===== src/rtl/trk_pkg.sv =====
package trk_pkg;
  // one-hot positions of the outcome
  localparam int KIND_N    = 5;
  localparam int KIND_OK   = 0;
  localparam int KIND_SOFT = 1;
  localparam int KIND_GP   = 2;
  localparam int KIND_PF   = 3;
  localparam int KIND_EXIT = 4;

  // flag image positions
  localparam int FLAG_N  = 6;
  localparam int FLAG_ZF = 3;

  localparam logic [1:0] QUAL_NONE      = 2'd0;
  localparam logic [1:0] QUAL_RESOURCE  = 2'd1;
  localparam logic [1:0] QUAL_REFERENCE = 2'd2;

  // predicates sampled when a request is taken
  typedef struct packed {
    logic cpl_ok;
    logic aligned;
    logic in_region;
    logic fac_busy;
    logic guest_ext;
    logic map_valid;
    logic type_ok;
    logic trk_pending;
  } trk_pred_t;
endpackage


===== src/rtl/trk_req_stage.sv =====
module trk_req_stage
  import trk_pkg::*;
#(
  parameter int          ADDR_W     = 32,
  parameter int          LEAF_W     = 8,
  parameter int          PT_W       = 3,
  parameter int          TRK_W      = 8,
  parameter int          PAGE_SHIFT = 12,
  parameter logic [7:0]  LEAF_CODE  = 8'h0C,
  parameter logic [2:0]  CTRL_TYPE  = 3'd1
) (
  input  logic              clk,
  input  logic              rst_n,
  input  logic              req_valid,
  input  logic [LEAF_W-1:0] req_leaf,
  input  logic [1:0]        req_cpl,
  input  logic [ADDR_W-1:0] req_addr,
  input  logic              st_in_region,
  input  logic              st_map_valid,
  input  logic [PT_W-1:0]   st_page_type,
  input  logic [TRK_W-1:0]  st_track,
  input  logic              st_facility_busy,
  input  logic              st_guest,
  input  logic              st_virt_ext,
  input  logic [ADDR_W-1:0] st_context,
  output logic              ready,
  output logic              busy_q,
  output logic              start,
  output logic              take_lock,
  output trk_pred_t         pred_q,
  output logic [ADDR_W-1:0] addr_q,
  output logic [ADDR_W-1:0] ctx_q
);
  trk_pred_t pred_d;
  logic      accept;
  logic      leaf_ok;

  assign ready   = !busy_q;
  assign accept  = req_valid && ready;
  assign leaf_ok = (req_leaf == LEAF_W'(LEAF_CODE));
  assign start   = accept && leaf_ok;

  always_comb begin
    pred_d.cpl_ok      = (req_cpl == 2'd0);
    pred_d.aligned     = (req_addr[PAGE_SHIFT-1:0] == '0);
    pred_d.in_region   = st_in_region;
    pred_d.fac_busy    = st_facility_busy;
    pred_d.guest_ext   = st_guest && st_virt_ext;
    pred_d.map_valid   = st_map_valid;
    pred_d.type_ok     = (st_page_type == PT_W'(CTRL_TYPE));
    pred_d.trk_pending = (st_track != '0);
  end

  assign take_lock = start && pred_d.cpl_ok && pred_d.aligned &&
                     pred_d.in_region && !pred_d.fac_busy;

  always_ff @(posedge clk or negedge rst_n) begin
    if (!rst_n) begin
      busy_q <= 1'b0;
      pred_q <= '0;
      addr_q <= '0;
      ctx_q  <= '0;
    end else begin
      busy_q <= start;
      if (start) begin
        pred_q <= pred_d;
        addr_q <= req_addr;
        ctx_q  <= st_context;
      end
    end
  end


  ready_gap_chk: assert property (@(posedge clk) disable iff (!rst_n)
    start |=> !start);

  leaf_drop_chk: assert property (@(posedge clk) disable iff (!rst_n)
    (accept && !leaf_ok) |=> !busy_q);
endmodule


===== config.mk =====
export PLATFORM = sky130hd
export DESIGN_NAME = trk_req_stage
export DESIGN_NICKNAME = d
export VERILOG_FILES = /design/src/rtl/trk_pkg.sv /design/src/rtl/trk_req_stage.sv
export SDC_FILE = /design/constraint.sdc
export NUM_CORES = 1
export LEC_CHECK = 0
export ABC_AREA = 1
export BUFFER_PORTS_ARGS = -buffer_cell sky130_fd_sc_hd__buf_2
export CORE_MARGIN = 5
export CORE_UTILIZATION = 35
export DETAILED_ROUTE_END_ITERATION = 10
export PLACE_DENSITY = 0.66
export SETUP_SLACK_MARGIN = 0.4
export SLEW_MARGIN = 20
export SYNTH_ARGS = -nofsm -noshare
export SYNTH_HDL_FRONTEND = slang
export SYNTH_SLANG_ARGS = --single-unit

===== constraint.sdc =====
create_clock -name clk -period 1.9 [get_ports clk]
set_input_delay 0.285 -clock clk [delete_from_list [all_inputs] [get_ports clk]]
set_output_delay 0.285 -clock clk [all_outputs]
set_load 0.02 [all_outputs]

==> results.cfg <==
[power]
p_leak_uw = 0.00321
powerDensity_mw_per_mm2 = 692
p_total_uw = 3620
peakVddDrop_mv = 0.452

[critical_path]
startpoint_type = flop
rrSetupSlack_ns = 0.19
critPathKind = reg -> reg
r2r_start = busy_q
cp.required_ns = 2.13
r2r_cells = 10
cp_max_fo = 7
worstPathArrival_ns = 1.94
r2r-end = ctx_q[14]
crit_path_max_incr_delay_ns = 0.38
slowest_stage = dfrtp_1
end_kind = flop
path_cells = nor2_1 > nand3_1 > nor2_4 > buf_6 > buf_6 > buf_12 > inv_16 > bufbuf_16 > nand2_1 > nand2_1

[detailed_routing]
wl_per_cell_um = 14.9
vias = 2928
route.detailed.drc = 0
drtPass1Iterations = 5
via_per_inst = 4.41
totalWireLength_mm = 9.89
ant_nets = 0
drt-initial-drc-count = 78

[global_routing]
use_met1 = 0.250
grt_max_degree = 38
busiest_layer = met2
grt-ovfl-total = 0
grtUsageMet3 = 0.0565
grt_pass1_wl_mm = 15.0
track_usage = 0.190
antenna_found_initial = 0
grt_util_met2 = 0.304
grt_pass1_vias = 3026

[timing]
setup_viol = 0
report.final.hold_viol_count = 0
relSlewSlack = 0.665
period_share = 0.900
tightest_slew_ns = 0.502
min_period_ns = 1.71
max_freq_mhz = 585
fin_tns_setup_ns = 0
drv_slew = 0
finalClockSkew_ns = 0.00938
rsz0062_at_grt = yes

[cts]
cts_tree = built
clk_latency_ns = 0.34
clk_path_buf_depth = 2
cts_num_sinks = 73
cts_made_buffers = 9
h-tree-depth = 3
clk_pin_slew_ns = 0.08
clockRootBuffer = clkbuf_8

[die]
dieHeight_um = 101
core_sq_mm = 0.00818
initial_core_util = 0.358
ios = 169
die-area_sq_mm = 0.0103
die_x_um = 101
fp-row-count = 33

[logic_synthesis]
synth.most_common_cell = nand2_1
ys_top_cells_by_count = nand2_1 (220), dfrtp_1 (73), nor2_1 (16)
synth_nets = 437
yosysTopAreaCellShare = 0.624
synthFlopType = dfrtp_1
synthCells = 344
synthArstFlopShare = 1.00
synth.largest_area_cell = dfrtp_1
syn_avg_cell_area_sq_um = 8.51
synth_edf_count = 0
ys_seq_area_frac = 0.624
ys_seq_elements = 73
syn_area_sq_mm = 0.00293
synthDistinctLibCells = 11
ys_warn_count = 0
netlist_top_cells_area = dfrtp_1 (62%), nand2_1 (28%), buf_6 (3.1%), nor2_1 (2.1%), inv_1 (1.5%)

[cells_and_area]
drive_gt1_frac = 0.515
area_growth_pct = 78.7
finish.instance_area_sq_mm = 0.00523
final_cells = 664
antennaDiodeCount = 0
post-route-util = 0.640
nets = 647

[worst_hold_path]
hp-class = in -> reg
min_from = st_context[27]
holdPathStages = 3
hold_end = ctx_q[27]

[flow_run]
maxCapViolations = 0

[placement]
numPortBuffers = 168
post_dp_cell_area_sq_mm = 0.00385
post-dp-hpwl_mm = 5.71
place_inst = 609
gp_congestion = 0.809

[outcome]
status = completed
## kinds of logic after synthesis
group	share of synthesized area
simple gates	0.316
flops	0.624
buf+inv	0.0594
## metrics by stage
step                      hold WS [ns]  worst slack (ns)
after global placement           0.280             0.325
final                            0.133             0.190
after CTS                        0.114             0.131
after floorplan                -0.0106             0.425
after detailed placement         0.284             0.299
after global routing             0.121            0.0939
## layout make-up
| type | instances | area, sq um |
|---|---|---|
| repair inverters | 1 | 20.0 |
| inverters | 13 | 65.1 |
| well taps | 105 | 131 |
| flip-flops and latches | 73 | 1830 |
| clock inverters | 4 | 98.8 |
| fillers | 665 | 2950 |
| repair buffers | 213 | 1790 |
| multi-input cells | 243 | 1150 |
| clock buffers | 12 | 155 |
## registers in the layout, summed over array words and instances (netlist names)
signal  flops
ctx_q      32
addr_q     32
pred_q      8
busy_q      1
## cells in the final DEF, fill, tap and decap left out
cell type,instances
nand2_2,43
clkbuf_16,3
dlygate4sd3_1,1
nand2_1,165
nor2_1,15
dfrtp_1,73
buf_12,11
inv_1,12
nand4_1,1
buf_2,165
nand3b_1,1
bufbuf_16,2
nand2_4,12
nor2_4,2
buf_8,2
bufinv_16,3
buf_4,3
clkinv_4,1
inv_16,2
clkbuf_1,1
nand3_2,2
nand3_1,2
buf_6,11
buf_16,15
clkbuf_8,11
## power breakdown
group	switching (uW)	internal, uW
clock network	592	948
registers	40.6	1620
logic	244	168
total	876	2740
## per-layer routing
layer / share of wire / up-vias
li1: - / 1451
met1: 0.43 / 1357
met4: 0.0079 / 0
met2: 0.48 / 114
met5: 0 / -
met3: 0.080 / 6
## repair_timing
| action | CTS | global route |
|---|---|---|
| setup buffers | 13 | 4 |
| pin swaps | 8 | 27 |
| gates cloned | 18 | 3 |
| endpoints found under the setup margin | 39 | 74 |
| hold buffers | 1 | 0 |
| resized for setup | 67 | 57 |
| endpoints found under the hold margin | 36 | 0 |
## worst max path at each step
stage | start | endpoint | slack (ns)
after detailed placement | req_leaf[7] | take_lock | 0.30
final | busy_q | ctx_q[14] | 0.19
after floorplan | busy_q | take_lock | 0.43
after global routing | busy_q | ctx_q[22] | 0.09
after global placement | req_leaf[5] | take_lock | 0.32
after CTS | busy_q | take_lock | 0.13
## critical path, delay by kind of cell, from the launching register on
kind          cells  cell delay [ns]
simple gates      5             0.51
flops             1             0.38
buf+inv           5             0.70
Note: power is estimated with default switching activity, not from simulation.
